**src/rtl/brk_pkg.sv**
```systemverilog
package brk_pkg;
  localparam int NPIN = 2;
  localparam int NCMP = 2;
  localparam int NSRC = NPIN + NCMP + 2;
  localparam int NBLK = 3;
  localparam int SWTRIG_W = 16;
  localparam int SWLEVEL_OFS = 8;

  typedef enum logic [1:0] {
    BLK_RISE = 2'd0,
    BLK_FALL = 2'd1,
    BLK_BOTH = 2'd2,
    BLK_NONE = 2'd3
  } blkType_e;

  typedef struct packed {
    logic            sys;
    logic            adc;
    logic [NCMP-1:0] cmpLvl;
    logic [NPIN-1:0] pinLvl;
  } faultStrobe_t;
endpackage

```
**src/rtl/brk_pin_filter.sv**
```systemverilog
module brk_pin_filter #(
  parameter int CW = 4
) (
  input  logic          clk,
  input  logic          rstN,
  input  logic          tick,
  input  logic          rawIn,
  input  logic          invert,
  input  logic [CW-1:0] thresh,
  output logic          filtOut
);
  logic          lvl;
  logic [CW-1:0] runCnt;
  logic [CW:0]   nextRun;

  assign lvl     = rawIn ^ invert;
  assign nextRun = {1'b0, runCnt} + 1'b1;

  always_ff @(posedge clk or negedge rstN) begin
    if (!rstN) begin
      filtOut <= 1'b0;
      runCnt  <= '0;
    end else if (tick) begin
      if (lvl == filtOut) begin
        runCnt <= '0;
      end else if (nextRun >= {1'b0, thresh}) begin
        filtOut <= lvl;
        runCnt  <= '0;
      end else begin
        runCnt <= nextRun[CW-1:0];
      end
    end
  end
endmodule

```
**src/rtl/brk_datapath.sv**
```systemverilog
module brk_datapath
  import brk_pkg::*;
#(
  parameter int FILT_W    = 4,
  parameter int BLANK_W   = 8,
  parameter int DIVSEL_W  = 3
) (
  input  logic                clk,
  input  logic                rstN,
  input  logic [NPIN-1:0]     pinIn,
  input  logic [NCMP-1:0]     cmpIn,
  input  logic                adcMon,
  input  logic                sysFail,
  input  logic [NPIN-1:0]     pinInvert,
  input  logic [DIVSEL_W-1:0] divSel,
  input  logic [FILT_W-1:0]   filtCount,
  input  logic [NBLK-1:0]     chanOut,
  input  logic [NBLK-1:0]     blankSrcEn,
  input  logic [1:0]          blankType,
  input  logic [BLANK_W-1:0]  blankLen,
  output faultStrobe_t        stat
);
  localparam int DIV_W = (2 ** DIVSEL_W) - 1;

  logic [DIV_W-1:0]   divCnt;
  logic [DIV_W-1:0]   divMask;
  logic               tick;
  logic [NPIN-1:0]    pinFilt;
  logic [NBLK-1:0]    prevChan;
  logic [NBLK-1:0]    riseHit;
  logic [NBLK-1:0]    fallHit;
  logic               blankHit;
  logic [BLANK_W-1:0] blankCnt;
  logic               blanking;

  // sample-clock divider: one tick every 2^divSel cycles
  assign divMask = DIV_W'((32'd1 << divSel) - 32'd1);
  assign tick    = (divCnt & divMask) == '0;

  always_ff @(posedge clk or negedge rstN) begin
    if (!rstN) divCnt <= '0;
    else       divCnt <= divCnt + 1'b1;
  end

  for (genvar i = 0; i < NPIN; i++) begin : g_pin
    brk_pin_filter #(.CW(FILT_W)) filt_i (
      .clk     (clk),
      .rstN    (rstN),
      .tick    (tick),
      .rawIn   (pinIn[i]),
      .invert  (pinInvert[i]),
      .thresh  (filtCount),
      .filtOut (pinFilt[i])
    );
  end

  // leading-edge blanking
  assign riseHit = chanOut & ~prevChan & blankSrcEn;
  assign fallHit = ~chanOut & prevChan & blankSrcEn;

  always_comb begin
    case (blkType_e'(blankType))
      BLK_RISE: blankHit = |riseHit;
      BLK_FALL: blankHit = |fallHit;
      BLK_BOTH: blankHit = |(riseHit | fallHit);
      default:  blankHit = 1'b0;
    endcase
  end

  always_ff @(posedge clk or negedge rstN) begin
    if (!rstN) begin
      prevChan <= '0;
      blankCnt <= '0;
    end else begin
      prevChan <= chanOut;
      if (blankHit)            blankCnt <= blankLen;
      else if (blankCnt != '0) blankCnt <= blankCnt - 1'b1;
    end
  end

  assign blanking = blankCnt != '0;

  assign stat.pinLvl = pinFilt;
  assign stat.cmpLvl = cmpIn & ~{NCMP{blanking}};
  assign stat.adc    = adcMon;
  assign stat.sys    = sysFail;
endmodule

```
**src/rtl/brk_control.sv**
```systemverilog
module brk_control
  import brk_pkg::*;
#(
  parameter int PAIR_IDX = 0
) (
  input  logic                clk,
  input  logic                rstN,
  input  faultStrobe_t        stat,
  input  logic [NSRC-1:0]     edgeEn,
  input  logic [NSRC-1:0]     levelEn,
  input  logic                swTrigWrite,
  input  logic [SWTRIG_W-1:0] swTrig,
  input  logic                edgeFlagClr,
  input  logic                periodEnd,
  input  logic                pwmA,
  input  logic                pwmB,
  input  logic                brkLvlA,
  input  logic                brkLvlB,
  output logic                outA,
  output logic                outB,
  output logic                brakeActive,
  output logic                edgeFlag
);
  logic [NSRC-1:0] srcVec;
  logic            swEdge;
  logic            swLevel;
  logic            edgeHit;
  logic            levelHit;
  logic            levelHold;
  logic            unusedSwBits;

  assign srcVec       = {stat.sys, stat.adc, stat.cmpLvl, stat.pinLvl};
  assign swEdge       = swTrigWrite & swTrig[PAIR_IDX];
  assign swLevel      = swTrigWrite & swTrig[SWLEVEL_OFS + PAIR_IDX];
  assign unusedSwBits = ^swTrig;
  assign edgeHit      = (|(srcVec & edgeEn)) | swEdge;
  assign levelHit     = (|(srcVec & levelEn)) | swLevel;

  always_ff @(posedge clk or negedge rstN) begin
    if (!rstN) begin
      edgeFlag  <= 1'b0;
      levelHold <= 1'b0;
    end else begin
      if (edgeHit)          edgeFlag <= 1'b1;
      else if (edgeFlagClr) edgeFlag <= 1'b0;
      if (levelHit)         levelHold <= 1'b1;
      else if (periodEnd)   levelHold <= 1'b0;
    end
  end

  assign brakeActive = edgeFlag | levelHold;
  assign outA        = brakeActive ? brkLvlA : pwmA;
  assign outB        = brakeActive ? brkLvlB : pwmB;
endmodule

```
**src/rtl/pwm_brake_cond.sv**
```systemverilog
module pwm_brake_cond
  import brk_pkg::*;
#(
  parameter int PAIR_IDX = 0,
  parameter int FILT_W   = 4,
  parameter int BLANK_W  = 8
) (
  input  logic                clk,
  input  logic                rstN,
  input  logic [NPIN-1:0]     pinIn,
  input  logic [NCMP-1:0]     cmpIn,
  input  logic                adcMon,
  input  logic                sysFail,
  input  logic [NPIN-1:0]     pinInvert,
  input  logic [2:0]          divSel,
  input  logic [FILT_W-1:0]   filtCount,
  input  logic [NSRC-1:0]     edgeEn,
  input  logic [NSRC-1:0]     levelEn,
  input  logic [NBLK-1:0]     chanOut,
  input  logic [NBLK-1:0]     blankSrcEn,
  input  logic [1:0]          blankType,
  input  logic [BLANK_W-1:0]  blankLen,
  input  logic                swTrigWrite,
  input  logic [SWTRIG_W-1:0] swTrig,
  input  logic                edgeFlagClr,
  input  logic                periodEnd,
  input  logic                pwmA,
  input  logic                pwmB,
  input  logic                brkLvlA,
  input  logic                brkLvlB,
  output logic                outA,
  output logic                outB,
  output logic                brakeActive,
  output logic                edgeFlag
);
  faultStrobe_t stat;

  brk_datapath #(
    .FILT_W   (FILT_W),
    .BLANK_W  (BLANK_W),
    .DIVSEL_W (3)
  ) dp_i (
    .clk        (clk),
    .rstN       (rstN),
    .pinIn      (pinIn),
    .cmpIn      (cmpIn),
    .adcMon     (adcMon),
    .sysFail    (sysFail),
    .pinInvert  (pinInvert),
    .divSel     (divSel),
    .filtCount  (filtCount),
    .chanOut    (chanOut),
    .blankSrcEn (blankSrcEn),
    .blankType  (blankType),
    .blankLen   (blankLen),
    .stat       (stat)
  );

  brk_control #(.PAIR_IDX(PAIR_IDX)) ctl_i (
    .clk         (clk),
    .rstN        (rstN),
    .stat        (stat),
    .edgeEn      (edgeEn),
    .levelEn     (levelEn),
    .swTrigWrite (swTrigWrite),
    .swTrig      (swTrig),
    .edgeFlagClr (edgeFlagClr),
    .periodEnd   (periodEnd),
    .pwmA        (pwmA),
    .pwmB        (pwmB),
    .brkLvlA     (brkLvlA),
    .brkLvlB     (brkLvlB),
    .outA        (outA),
    .outB        (outB),
    .brakeActive (brakeActive),
    .edgeFlag    (edgeFlag)
  );
endmodule

```
**config.mk**
```make
export PLATFORM = sky130hd
export DESIGN_NAME = pwm_brake_cond
export DESIGN_NICKNAME = d
export VERILOG_FILES = /design/src/rtl/brk_pkg.sv /design/src/rtl/brk_pin_filter.sv /design/src/rtl/brk_datapath.sv /design/src/rtl/brk_control.sv /design/src/rtl/pwm_brake_cond.sv
export SDC_FILE = /design/constraint.sdc
export NUM_CORES = 1
export LEC_CHECK = 0
export ABC_AREA = 1
export BUFFER_PORTS_ARGS = -buffer_cell sky130_fd_sc_hd__buf_2
export CORE_UTILIZATION = 54
export CTS_CLUSTER_DIAMETER = 80
export DETAILED_ROUTE_END_ITERATION = 12
export GPL_ROUTABILITY_DRIVEN = 0
export PLACE_DENSITY = 0.86
export SKIP_LAST_GASP = 1
export SYNTH_ARGS = -nofsm -noshare
export SYNTH_HDL_FRONTEND = slang
export SYNTH_SLANG_ARGS = --single-unit
```
**constraint.sdc**
```tcl
create_clock -name clk -period 3.55 [get_ports clk]
set_input_delay 0.71 -clock clk [delete_from_list [all_inputs] [get_ports clk]]
set_output_delay 0.71 -clock clk [all_outputs]
set_load 0.05 [all_outputs]
```
==> results by group, run 1 <==
Floorplan
  • Standard-cell rows: 21
  • Core area: about 3400 sq um
  • Effective utilization at floorplan: approximately 60%
  • Boundary Pins: 72
  • Die width: 63.1 um
  • Height of the die: 63.1 um
  • Total die area: 3980 sq um

Yosys
  • Library cell occupying the most area in the post-synthesis netlist: sky130_fd_sc_hd__dfrtp_1
  • Post-Synthesis Net Count: between 300 and 400
  • Number of standard cells after synthesis: 274
  • Number of distinct library cells after synthesis: 22
  • Compound-Gate Fraction of Synth Area: 3.48%
  • Seq/Total Area, Yosys: ~37%
  • Biggest area contributors in the synthesized netlist: sky130_fd_sc_hd__dfrtp_1 37%, sky130_fd_sc_hd__nand2_1 18%, sky130_fd_sc_hd__ha_1 8.1%, sky130_fd_sc_hd__nand3_1 8.0%, sky130_fd_sc_hd__inv_1 6.9%
  • Netlist area before placement: approximately 2000 sq um
  • Yosys top cell area share: a little under two fifths
  • Share of synthesized area spent on multiplexers: 0%
  • Register bit count reported by yosys: 30
  • Synth warn: 0
  • Post-Synth Adder-Cell Area: under 10%
  • Simple-gate share of the synthesized area: a little over a third
  • Xor and xnor area share after synthesis: roughly 7.8%
  • Dominant combinational cell family by area after synthesis: simple AND/OR/NAND/NOR gates
  • Syn avg cell area: 7.35 sq um

Clock network
  • Buffer type at the clock tree root: sky130_fd_sc_hd__clkbuf_8
  • Setup bufs post-CTS: 0
  • Clock latency of the later-clocked register in the worst-skew pair: a little under 0.3 ns
  • Maximum clock path buffer count: 2
  • Post-CTS Hold Fix Bufs: 0
  • Clock sinks: 30
  • # resized after CTS: 0
  • Post-CTS clock slew at the launch and capture registers of the worst setup and hold paths: roughly 0.060 ns
  • CTS tree: yes
  • CTS HTree Levels: 2
  • Clock buffer count from CTS: 5

STA
  • Worst clock skew on the final layout: 0.00556 ns
  • Number of hold violations in the final report: 0
  • Setup repair after global routing missed its margin: no
  • Pins Over Slew Limit: 0
  • Share of the clock period used by the worst path: between 50 and 60%
  • Peak Freq: 509 MHz
  • Max_slew headroom: between 50% and 60%
  • Slew of the pin with the lowest slew margin: roughly 0.67 ns
  • Smallest hold slack: about 0.45 ns
  • Minimum period implied by the final worst setup slack: about 2.0 ns
  • Final setup TNS: 0 ns
  • Setup violation total in the final timing report: 0

Route
  • Via-to-Cell Ratio: 4.97
  • Sum of routed wire length over all layers: around 4300 um
  • Detail-routed net length per standard cell: 11.1 um
  • Count of antenna-violating nets left after detailed routing: 0
  • Total iterations of the first detailed-routing run: 4
  • Via count of the routed design: 1912
  • Initial drt markers: around 110
  • DR DRC count: 0

Power
  • Logic pwr share: between 30% and 40%
  • Leakage: roughly 1.4 nW
  • Internal Power: about 0.8 mW
  • Portion of total power attributed to the clock network: 22.1%
  • Share of power burned in registers: roughly two fifths
  • Net switching power figure: roughly 0.51 mW
  • Maximum VDD drop: between 0.3 and 0.4 mV
  • Power density normalized to cell area: around 530 nW/um^2
  • Switching portion of total power: about two fifths

Final layout
  • Finished Layout Cells: 385
  • Fraction of final layout cells with drive strength greater than 1: roughly 22%
  • Most common library cell in the layout ignoring fill and taps: sky130_fd_sc_hd__nand2_1
  • Number of antenna diodes: 0
  • Area added between synthesis and finish: 21.6%
  • Commonest cells after routing, fill and taps aside: 95 x sky130_fd_sc_hd__nand2_1, 57 x sky130_fd_sc_hd__buf_2, 37 x sky130_fd_sc_hd__inv_1
  • Final #Nets: around 420
  • # fillers: just over 300
  • Post-route cell area: ~2400 sq um

Job
  • Max-cap violation count: 0

Worst setup path
  • Classification of the worst setup path: reg2out
  • Required time worst endpoint: between 2 and 3 ns
  • CP endpoint kind: primary output
  • Largest fanout of any net on the critical path: 3
  • Arrival time of data at the critical path endpoint: between 1 and 1.5 ns
  • Startpoint kind of the worst setup timing path: flop

Placed design
  • Placement-stage cell area: 2360 sq um
  • Half-perimeter wire length of the detailed placement result: 3340 um
  • PortBufs: 57
  • Total placed cells including tap cells: between 300 and 400

Global route
  • Total routing resource utilization after global routing: 24.9%
  • Maximum number of pins on one net before global-route repair: 31
  • First-pass GRT wire length: between 7000 and 8000 um
  • Number of antenna violations at the first check in global routing: 0
  • Gr ovfl total: 0
  • Via count of the first global-routing pass: just under 2k

Outcome
  • Outcome: complete, no violations

Min path
  • Hold crit path type: in2async
[routing by layer]
metal / share of wire [%] / vias to the layer above / GRT usage (%)
li1: - / 994 / -
met1: 43 / 851 / 26.5
met2: 48 / 58 / 43.8
met3: 6.7 / 9 / 8.33
met4: 1.6 / 0 / 11.6
met5: 0 / - / 0
[critical path, cell delays in order, from the launching register on]
cell and delay, ns:
sky130_fd_sc_hd__dfrtp_1 0.37, sky130_fd_sc_hd__nor2_1 0.19, sky130_fd_sc_hd__nand2_1 0.09, sky130_fd_sc_hd__nand2_1 0.07, sky130_fd_sc_hd__buf_2 0.25
[state kept, by name (all words and copies together) (netlist names)]
signal	cells
dp_i.blankCnt	8
dp_i.g_pin.filt_i.runCnt	8
dp_i.divCnt	7
dp_i.prevChan	3
dp_i.g_pin.filt_i.filtOut	2
ctl_i.edgeFlag	1
ctl_i.levelHold	1
[synth_stat cells (all sizes together)]
cell type / count
a211oi: 2
a21oi: 5
dfrtp: 30
ha: 13
inv: 38
nand2: 101
nand3: 33
nand3b: 1
nand4: 4
nor2: 23
nor3: 1
o21ai: 6
xnor2: 7
xor2: 10
[cell type report]
type                    count  area, sq um  share of cell area, %
repair buffers             57          285                   11.7
flip-flops and latches     30          751                   30.7
well taps                  46         57.6                   2.35
clock inverters             1         5.00                  0.204
multi-input cells         206         1120                   45.7
inverters                  38          145                   5.93
clock buffers               7         86.3                   3.53
[power groups by stage]
stage	Sequential, mW	Combinational (mW)	Clock, mW
floorplan	0.504	0.379	0
detailed placement	0.514	0.501	0
global route	0.524	0.587	0.306
CTS	0.510	0.504	0.289
finish	0.509	0.502	0.288
global placement	0.513	0.475	0
[cell families (layout without fill, tap and decap cells)]
group	after synthesis	after routing
adder cells (fa/ha/maj)	13	13
AND/OR/NAND/NOR	163	163
buffers and inverters	38	103
AO/OA/AOI/OAI	13	13
XOR/XNOR	17	17
flip-flops	30	30
[through the flow]
stage | setup WS, ns | total power [mW] | utilization, %
floorplan | 1.28 | 0.883 | -
global placement | 1.67 | 0.987 | 68.5
detailed placement | 1.61 | 1.01 | 68.5
CTS | 1.58 | 1.30 | 71.1
global route | 1.43 | 1.42 | 71.1
finish | 1.59 | 1.30 | 71.1
[path summary, 6_finish.rpt]
kind	from	to	slack, ns	cells past startpoint
worst max-delay path	ctl_i.levelHold	outB	1.59	4
worst min-delay path	rstN	dp_i.g_pin[1].filt_i.runCnt[3]	0.45	1
worst max register to register	dp_i.g_pin[0].filt_i.runCnt[0]	dp_i.g_pin[0].filt_i.filtOut	1.59	10
worst min register to register	dp_i.divCnt[6]	dp_i.divCnt[6]	0.50	1
max in group asynchronous	rstN	dp_i.g_pin[0].filt_i.runCnt[1]	2.67	1
min in group clk	dp_i.divCnt[6]	dp_i.divCnt[6]	0.50	1
No activity file was read; power rests on OpenSTA's default activity.
==> inputs of run 2 (changes only) <==
Settings changed: ABC_AREA 1 to 0, CORE_UTILIZATION 54 to 48, PLACE_DENSITY 0.86 to 0.79.
Clock period 3.55 ns to 1.9 ns, I/O delays scaled along.
==> results by group, run 2 <==
Clock network
  • Clock latency of the later-clocked register in the worst-skew pair: 0.28 ns (about the same)
  • Buffer type at the clock tree root: sky130_fd_sc_hd__clkbuf_8
  • CTS HTree Levels: 2 (unchanged)
  • CTS tree: yes
  • Post-CTS Hold Fix Bufs: 0 (unchanged)
  • Post-CTS clock slew at the launch and capture registers of the worst setup and hold paths: 0.06 ns (about the same)
  • Clock sinks: 30 (unchanged)
  • Maximum clock path buffer count: 2 (unchanged)
  • Clock buffer count from CTS: 5 (unchanged)

STA
  • Number of hold violations in the final report: 0 (unchanged)
  • Worst Slack Setup Final: -0.0144 ns (-1.60 ns)
  • Setup violation total in the final timing report: 5 (+5)
  • Minimum period implied by the final worst setup slack: between 1.5 and 2 ns
  • Pins Over Slew Limit: 0 (unchanged)
  • Worst clock skew on the final layout: 0.00659 ns (+0.00103 ns)
  • Share of the clock period used by the worst path: 101%
  • Slew of the pin with the lowest slew margin: 0.645 ns (-0.0227 ns)
  • Max_slew headroom: 57.0% (+1.5 points)
  • Final setup TNS: -0.0176 ns (-0.0176 ns)
  • Peak Freq: around 520 MHz
  • Setup repair after global routing missed its margin: yes

Floorplan
  • Boundary Pins: 72 (unchanged)
  • Standard-cell rows: 21 (unchanged)
  • Core area: 3470 sq um (+0.76%)
  • Die width: 63.5 um (+0.74%)
  • Height of the die: 63.5 um (+0.74%)
  • Total die area: 4040 sq um (+1.5%)
  • Effective utilization at floorplan: 52.4% (-6.1 points)

Yosys
  • Register bit count reported by yosys: 30 (unchanged)
  • Most used flip-flop cell after synthesis: sky130_fd_sc_hd__dfrtp_1
  • Cell with the most instances after synthesis: sky130_fd_sc_hd__dfrtp_1
  • Yosys top cell area share: 41.3% (+4.0 points)
  • Synth async-reset ratio: 100% (unchanged)
  • Seq/Total Area, Yosys: 41.3% (+4.0 points)
  • Ranking of synthesized cells by instance count: 30 x sky130_fd_sc_hd__dfrtp_1, 13 x sky130_fd_sc_hd__ha_1, 13 x sky130_fd_sc_hd__inv_1, 13 x sky130_fd_sc_hd__xnor2_1
  • Post-Synthesis Net Count: 256 (-28%)
  • Number of distinct library cells after synthesis: 35 (+59%)
  • Biggest area contributors in the synthesized netlist: sky130_fd_sc_hd__dfrtp_1 41%, sky130_fd_sc_hd__ha_1 8.9%, sky130_fd_sc_hd__mux2_2 7.4%, sky130_fd_sc_hd__xnor2_1 6.3%, sky130_fd_sc_hd__a22o_1 4.3%
  • Syn avg cell area: 10.4 sq um (+41%)
  • Number of flops mapped to enable cells by yosys: 0 (unchanged)
  • Number of standard cells after synthesis: 175 (-36%)
  • Library cell occupying the most area in the post-synthesis netlist: sky130_fd_sc_hd__dfrtp_1
  • Netlist area before placement: 1820 sq um (-9.8%)
  • Synth warn: 0 (unchanged)

Final layout
  • Finished Layout Cells: 308 (-20%)
  • Fraction of final layout cells with drive strength greater than 1: 49.6% (+27 points)
  • # fillers: 230 (-25%)
  • Most common library cell in the layout ignoring fill and taps: sky130_fd_sc_hd__buf_2
  • Number of antenna diodes: 0 (unchanged)
  • Final #Nets: 342 (-18%)
  • Post-route cell area: 2620 sq um (+6.9%)
  • Commonest cells after routing, fill and taps aside: 57 x sky130_fd_sc_hd__buf_2, 29 x sky130_fd_sc_hd__dfrtp_1, 20 x sky130_fd_sc_hd__buf_4
  • Largest registers ranked by flip-flop count: dp_i.blankCnt: 8 flops, dp_i.g_pin.filt_i.runCnt: 8 flops, dp_i.divCnt: 7 flops
  • Area added between synthesis and finish: 44.0%
  • Final core occ: 75.5% (+4.3 points)

Outcome
  • Violations in the final reports: negative setup slack
  • Outcome: complete, but fails checks

Power
  • Leakage: 1.26 nW (-12%)
  • Power density normalized to cell area: 1030 nW/um^2 (+95%)
  • Maximum VDD drop: 0.500 mV (+64%)
  • Overall power of the completed layout: 2.70 mW (+110%)

Placed design
  • Placement-stage cell area: 2280 sq um (-3.1%)
  • PortBufs: 57 (unchanged)
  • Total placed cells including tap cells: 294 (-22%)
  • Half-perimeter wire length of the detailed placement result: 2860 um (-14%)

Global route
  • First-pass GRT wire length: 6480 um (-16%)
  • Gr ovfl total: 0 (unchanged)
  • Maximum number of pins on one net before global-route repair: 31 (unchanged)
  • Total routing resource utilization after global routing: 20.7% (-4.2 points)
  • Via count of the first global-routing pass: 1545 (-21%)
  • Number of antenna violations at the first check in global routing: 0 (unchanged)

Worst setup path
  • CP endpoint kind: flop
  • Largest fanout of any net on the critical path: 3 (unchanged)
  • Required time worst endpoint: 2.11 ns (-0.73 ns)
  • Startpoint kind of the worst setup timing path: flop
  • Classification of the worst setup path: reg2reg
  • Arrival time of data at the critical path endpoint: 2.12 ns (+0.87 ns)

Route
  • Count of antenna-violating nets left after detailed routing: 0 (unchanged)
  • Sum of routed wire length over all layers: 4290 um (+0.42%)
  • Total iterations of the first detailed-routing run: 4 (unchanged)
  • DR DRC count: 0 (unchanged)
  • Detail-routed net length per standard cell: 13.9 um (+26%)
  • Via count of the routed design: 1653 (-14%)
  • Via-to-Cell Ratio: 5.37 (+8.1%)
  • Initial drt markers: 51 (-52%)

Min path
  • Hold crit path type: in2async

Job
  • Max-cap violation count: 0 (unchanged)
==> run 2: cell count changes after synthesis, moves of 9 or more <==
cell                      delta
sky130_fd_sc_hd__nand2_1    -86
sky130_fd_sc_hd__a22o_1      +9
sky130_fd_sc_hd__mux2_2     +12
sky130_fd_sc_hd__inv_1      -24
sky130_fd_sc_hd__o21ai_0    +10
sky130_fd_sc_hd__nand3_1    -23
==> run 2: worst paths after layout <==
kind | startpoint | end | slack, ns | cells after the start
setup / recovery | dp_i.g_pin[0].filt_i.runCnt[0] | dp_i.g_pin[0].filt_i.runCnt[0] | -0.01 | 9
hold / removal | rstN | dp_i.g_pin[0].filt_i.runCnt[1] | 0.12 | 1
max in group asynchronous | rstN | dp_i.g_pin[0].filt_i.runCnt[2] | 1.32 | 1
setup reg to reg | dp_i.g_pin[0].filt_i.runCnt[0] | dp_i.g_pin[0].filt_i.runCnt[0] | -0.01 | 9
hold reg to reg | dp_i.divCnt[4] | dp_i.divCnt[4] | 0.48 | 1
min in group clk | chanOut[0] | dp_i.prevChan[0] | 0.23 | 1
==> run 2: routing by layer <==
metal	vias to the layer above	GRT usage (%)	wire, um	part of all wire (%)
li1	804	-	-	-
met1	786	22.4	1760	41
met2	52	37.8	2180	51
met3	11	5.98	258	6.0
met4	0	7.67	93	2.2
met5	-	0	0	0
==> run 2: timing repair <==
item	in CTS	in global routing
setup endpoints to repair	9	13
resized for setup	12	27
gates cloned	0	0
pin swaps	7	11
buffers inserted	2	4
==> run 2: where the power goes <==
part | leakage [nW] | switching (mW) | total, mW | internal, mW
clock network | 0.0482 | 0.224 | 0.515 | 0.291
registers | 0.362 | 0.178 | 0.966 | 0.788
logic | 0.845 | 0.536 | 1.22 | 0.684
total | 1.26 | 0.938 | 2.70 | 1.76
==> run 2: metrics by stage <==
stage | hold slack [ns] | setup slack (ns)
floorplan | 0.0844 | 0.0272
global placement | 0.452 | -0.0282
detailed placement | 0.451 | -0.115
CTS | 0.151 | -0.0168
global route | 0.170 | -0.0928
finish | 0.125 | -0.0144
==> run 2: final cells by class <==
| cell class | count | area (sq um) | area share [%] |
|---|---|---|---|
| multi-input combinational | 131 | 1200 | 45.8 |
| inverter | 13 | 48.8 | 1.86 |
| tap | 46 | 57.6 | 2.20 |
| sequential | 30 | 752 | 28.7 |
| clock inverter | 1 | 5.00 | 0.191 |
| timing repair buffer | 80 | 469 | 17.9 |
| clock buffer | 7 | 86.3 | 3.30 |
==> run 2: cell families after synthesis <==
| kind of cell | after synthesis | synth area share [%] |
|---|---|---|
| compound gates | 40 | 15.4 |
| xor+xnor | 20 | 9.64 |
| fa+ha+maj | 13 | 8.95 |
| buf+inv | 14 | 2.89 |
| flops | 30 | 41.3 |
| mux | 13 | 8.26 |
| simple gates | 45 | 13.6 |
==> run 2: critical path: stages, from the launching register on <==
cell and delay (ns):
sky130_fd_sc_hd__dfrtp_1 0.42, sky130_fd_sc_hd__buf_6 0.15, sky130_fd_sc_hd__nand3_4 0.10, sky130_fd_sc_hd__xnor2_4 0.18, sky130_fd_sc_hd__ha_4 0.17, sky130_fd_sc_hd__a31oi_2 0.19, sky130_fd_sc_hd__o211ai_1 0.12, sky130_fd_sc_hd__buf_4 0.17
sky130_fd_sc_hd__or2_4 0.24, sky130_fd_sc_hd__o21ai_2 0.10
==> inputs of run 3 (changes only) <==
Settings changed: CORE_MARGIN from default to 8, PLACE_DENSITY 0.79 to default, PLACE_DENSITY_LB_ADDON from default to 0.25, SLEW_MARGIN from default to 20.
==> results by group, run 3 (synthesis results as in run 2) <==
Power
  • Share of power burned in registers: 33.7% (-2.1 points)
  • Power density normalized to cell area: 1090 nW/um^2 (+5.2%)
  • Portion of total power attributed to the clock network: 22.6% (+3.5 points)
  • Switching portion of total power: 33.2% (-1.6 points)
  • Logic pwr share: 43.6% (-1.6 points)
  • Overall power of the completed layout: 2.87 mW (+6.2%)
  • Leakage: 1.27 nW (+0.75%)
  • Net switching power figure: 0.952 mW (+1.4%)
  • Maximum VDD drop: 0.608 mV (+21%)
  • Internal Power: 1.92 mW (+8.8%)

Global route
  • First-pass GRT wire length: 6830 um (+5.4%)
  • Total routing resource utilization after global routing: 13.8% (-6.9 points)
  • Global-route layer with the greatest usage: met2
  • Global-route met1 utilization: 15.5% (-6.9 points)
  • Gr ovfl total: 0 (unchanged)
  • Via count of the first global-routing pass: 1548 (+0.19%)
  • Number of antenna violations at the first check in global routing: 0 (unchanged)
  • Met3 GRT Util: 5.99% (+0.013 points)
  • Maximum number of pins on one net before global-route repair: 31 (unchanged)
  • Met2 layer usage reported by global route: 23.2% (-15 points)

Floorplan
  • Total die area: 6010 sq um (+49%)
  • Core area: 3660 sq um (+5.6%)
  • Standard-cell rows: 22 (+4.8%)
  • Die width: 77.5 um (+22%)
  • Height of the die: 77.5 um (+22%)
  • Boundary Pins: 72 (unchanged)
  • Effective utilization at floorplan: 49.7% (-2.8 points)

Clock network
  • Clock buffer count from CTS: 5 (unchanged)
  • CTS HTree Levels: 2 (unchanged)
  • Buffer type at the clock tree root: sky130_fd_sc_hd__clkbuf_8
  • Clock latency of the later-clocked register in the worst-skew pair: 0.28 ns (about the same)
  • Maximum clock path buffer count: 2 (unchanged)
  • Post-CTS Hold Fix Bufs: 0 (unchanged)
  • CTS tree: yes
  • Clock sinks: 30 (unchanged)
  • Post-CTS clock slew at the launch and capture registers of the worst setup and hold paths: 0.07 ns (about the same)

Worst setup path
  • Dominant delay contributor by cell family on the critical path: flip-flops
  • Required time worst endpoint: 2.06 ns (-0.05 ns)
  • Arrival time of data at the critical path endpoint: 2.08 ns (-0.04 ns)
  • Critical Path Max Stage Delay: 0.39 ns (-0.03 ns)
  • CP endpoint kind: flop
  • Worst-path cell chain: buf_4 > nand3_4 > xnor2_2 > ha_1 > o21ai_2 > o211ai_1 > nor2_2 > mux2_4
  • Slowest CP cell: sky130_fd_sc_hd__dfrtp_1
  • Classification of the worst setup path: reg2reg
  • Largest fanout of any net on the critical path: 4 (+1)
  • Number of buffer and inverter stages on the critical path: 1 (-1)
  • Startpoint kind of the worst setup timing path: flop

STA
  • Pins Over Slew Limit: 0 (unchanged)
  • Setup violation total in the final timing report: 1 (-4)
  • Share of the clock period used by the worst path: 101% (+0.30 points)
  • Worst clock skew on the final layout: 0.0104 ns (+0.00385 ns)
  • Worst Slack Setup Final: -0.0201 ns (-0.00573 ns)
  • Number of hold violations in the final report: 0 (unchanged)
  • Peak Freq: 521 MHz (-0.30%)
  • Smallest hold slack: 0.117 ns (-0.00765 ns)
  • Max_slew headroom: 56.5% (-0.48 points)
  • Slew of the pin with the lowest slew margin: 0.653 ns (+0.00723 ns)
  • Minimum period implied by the final worst setup slack: 1.92 ns (+0.00573 ns)
  • Setup repair after global routing missed its margin: yes

Final layout
  • # fillers: 257 (+12%)
  • Post-route cell area: 2640 sq um (+0.96%)
  • Final #Nets: 341 (-0.29%)
  • Largest registers ranked by flip-flop count: dp_i.blankCnt: 8 flops, dp_i.g_pin.filt_i.runCnt: 8 flops, dp_i.divCnt: 7 flops
  • Fraction of final layout cells with drive strength greater than 1: 47.7% (-1.9 points)
  • Sequential cell area: 751 sq um (-0.17%)
  • Number of antenna diodes: 0 (unchanged)
  • Most common library cell in the layout ignoring fill and taps: sky130_fd_sc_hd__buf_2
  • Commonest cells after routing, fill and taps aside: 57 x sky130_fd_sc_hd__buf_2, 30 x sky130_fd_sc_hd__dfrtp_1, 19 x sky130_fd_sc_hd__buf_4
  • Final core occ: 72.2% (-3.3 points)
  • Area occupied by multi-input gates: 1200 sq um (+0.10%)
  • Area added between synthesis and finish: 45.4%

Route
  • Sum of routed wire length over all layers: 4700 um (+9.4%)
  • Initial drt markers: 49 (-3.9%)
  • DR DRC count: 0 (unchanged)
  • Count of antenna-violating nets left after detailed routing: 0 (unchanged)
  • Via count of the routed design: 1652 (-0.060%)
  • Via-to-Cell Ratio: 5.36 (about the same)
  • Detail-routed net length per standard cell: 15.3 um (+9.4%)
  • Total iterations of the first detailed-routing run: 4 (unchanged)

Placed design
  • Half-perimeter wire length of the detailed placement result: 3310 um (+16%)
  • PortBufs: 57 (unchanged)
  • Placement-stage worst setup slack: -0.0471 ns (+0.0679 ns)
  • Placement-stage cell area: 2290 sq um (+0.33%)

Outcome
  • Violations in the final reports: negative setup slack
  • Outcome: complete, but fails checks

Job
  • Max-cap violation count: 0 (unchanged)

Min path
  • Hold crit path type: in2async
[run 3: repair_timing]
action	4_1_cts	5_1_grt
endpoints found under the setup margin	7	12
setup buffers	0	6
gates resized for setup	5	29
pin swaps	1	16
[run 3: path summary, 6_finish.rpt]
check                                          startpoint  depth (start not counted)  slack [ns]                              to
setup / recovery           dp_i.g_pin[1].filt_i.runCnt[1]                          8       -0.02  dp_i.g_pin[1].filt_i.runCnt[0]
hold / removal                                       rstN                          1        0.12                dp_i.blankCnt[1]
setup reg to reg           dp_i.g_pin[1].filt_i.runCnt[1]                          8       -0.02  dp_i.g_pin[1].filt_i.runCnt[0]
hold reg to reg                            dp_i.divCnt[6]                          1        0.49                  dp_i.divCnt[6]
max in group asynchronous                            rstN                          1        1.35  dp_i.g_pin[0].filt_i.runCnt[1]
min in group clk                               chanOut[1]                          1        0.23                dp_i.prevChan[1]
[run 3: final cells by class]
cell class	count	area share, %
multi-input cells	131	45.4
flip-flops and latches	30	28.4
repair buffers	79	17.8
clock buffers	6	3.13
well taps	48	2.27
inverters	13	1.85
clock inverters	1	1.14
[run 3: stage by stage]
step           setup TNS, ns  cells
4_1_cts             -0.00411    302
6_report             -0.0201    308
3_3_place_gp         -0.0657    295
2_1_floorplan              0    175
3_5_place_dp          -0.153    295
5_1_grt               -0.498    308
[run 3: metal layers]
layer  vias up  part of all wire, %
li1        803                    -
met5         -                    0
met4         0                  2.2
met3        12                  6.6
met1       782                   41
met2        55                   50
[run 3: power by group through the flow]
stage / clock (mW) / combinational [mW] / sequential, mW
floorplan: 0 / 0.593 / 0.941
global placement: 0 / 0.874 / 0.933
detailed placement: 0 / 0.908 / 0.938
CTS: 0.662 / 0.935 / 0.932
global route: 0.693 / 1.36 / 0.987
finish: 0.650 / 1.25 / 0.968
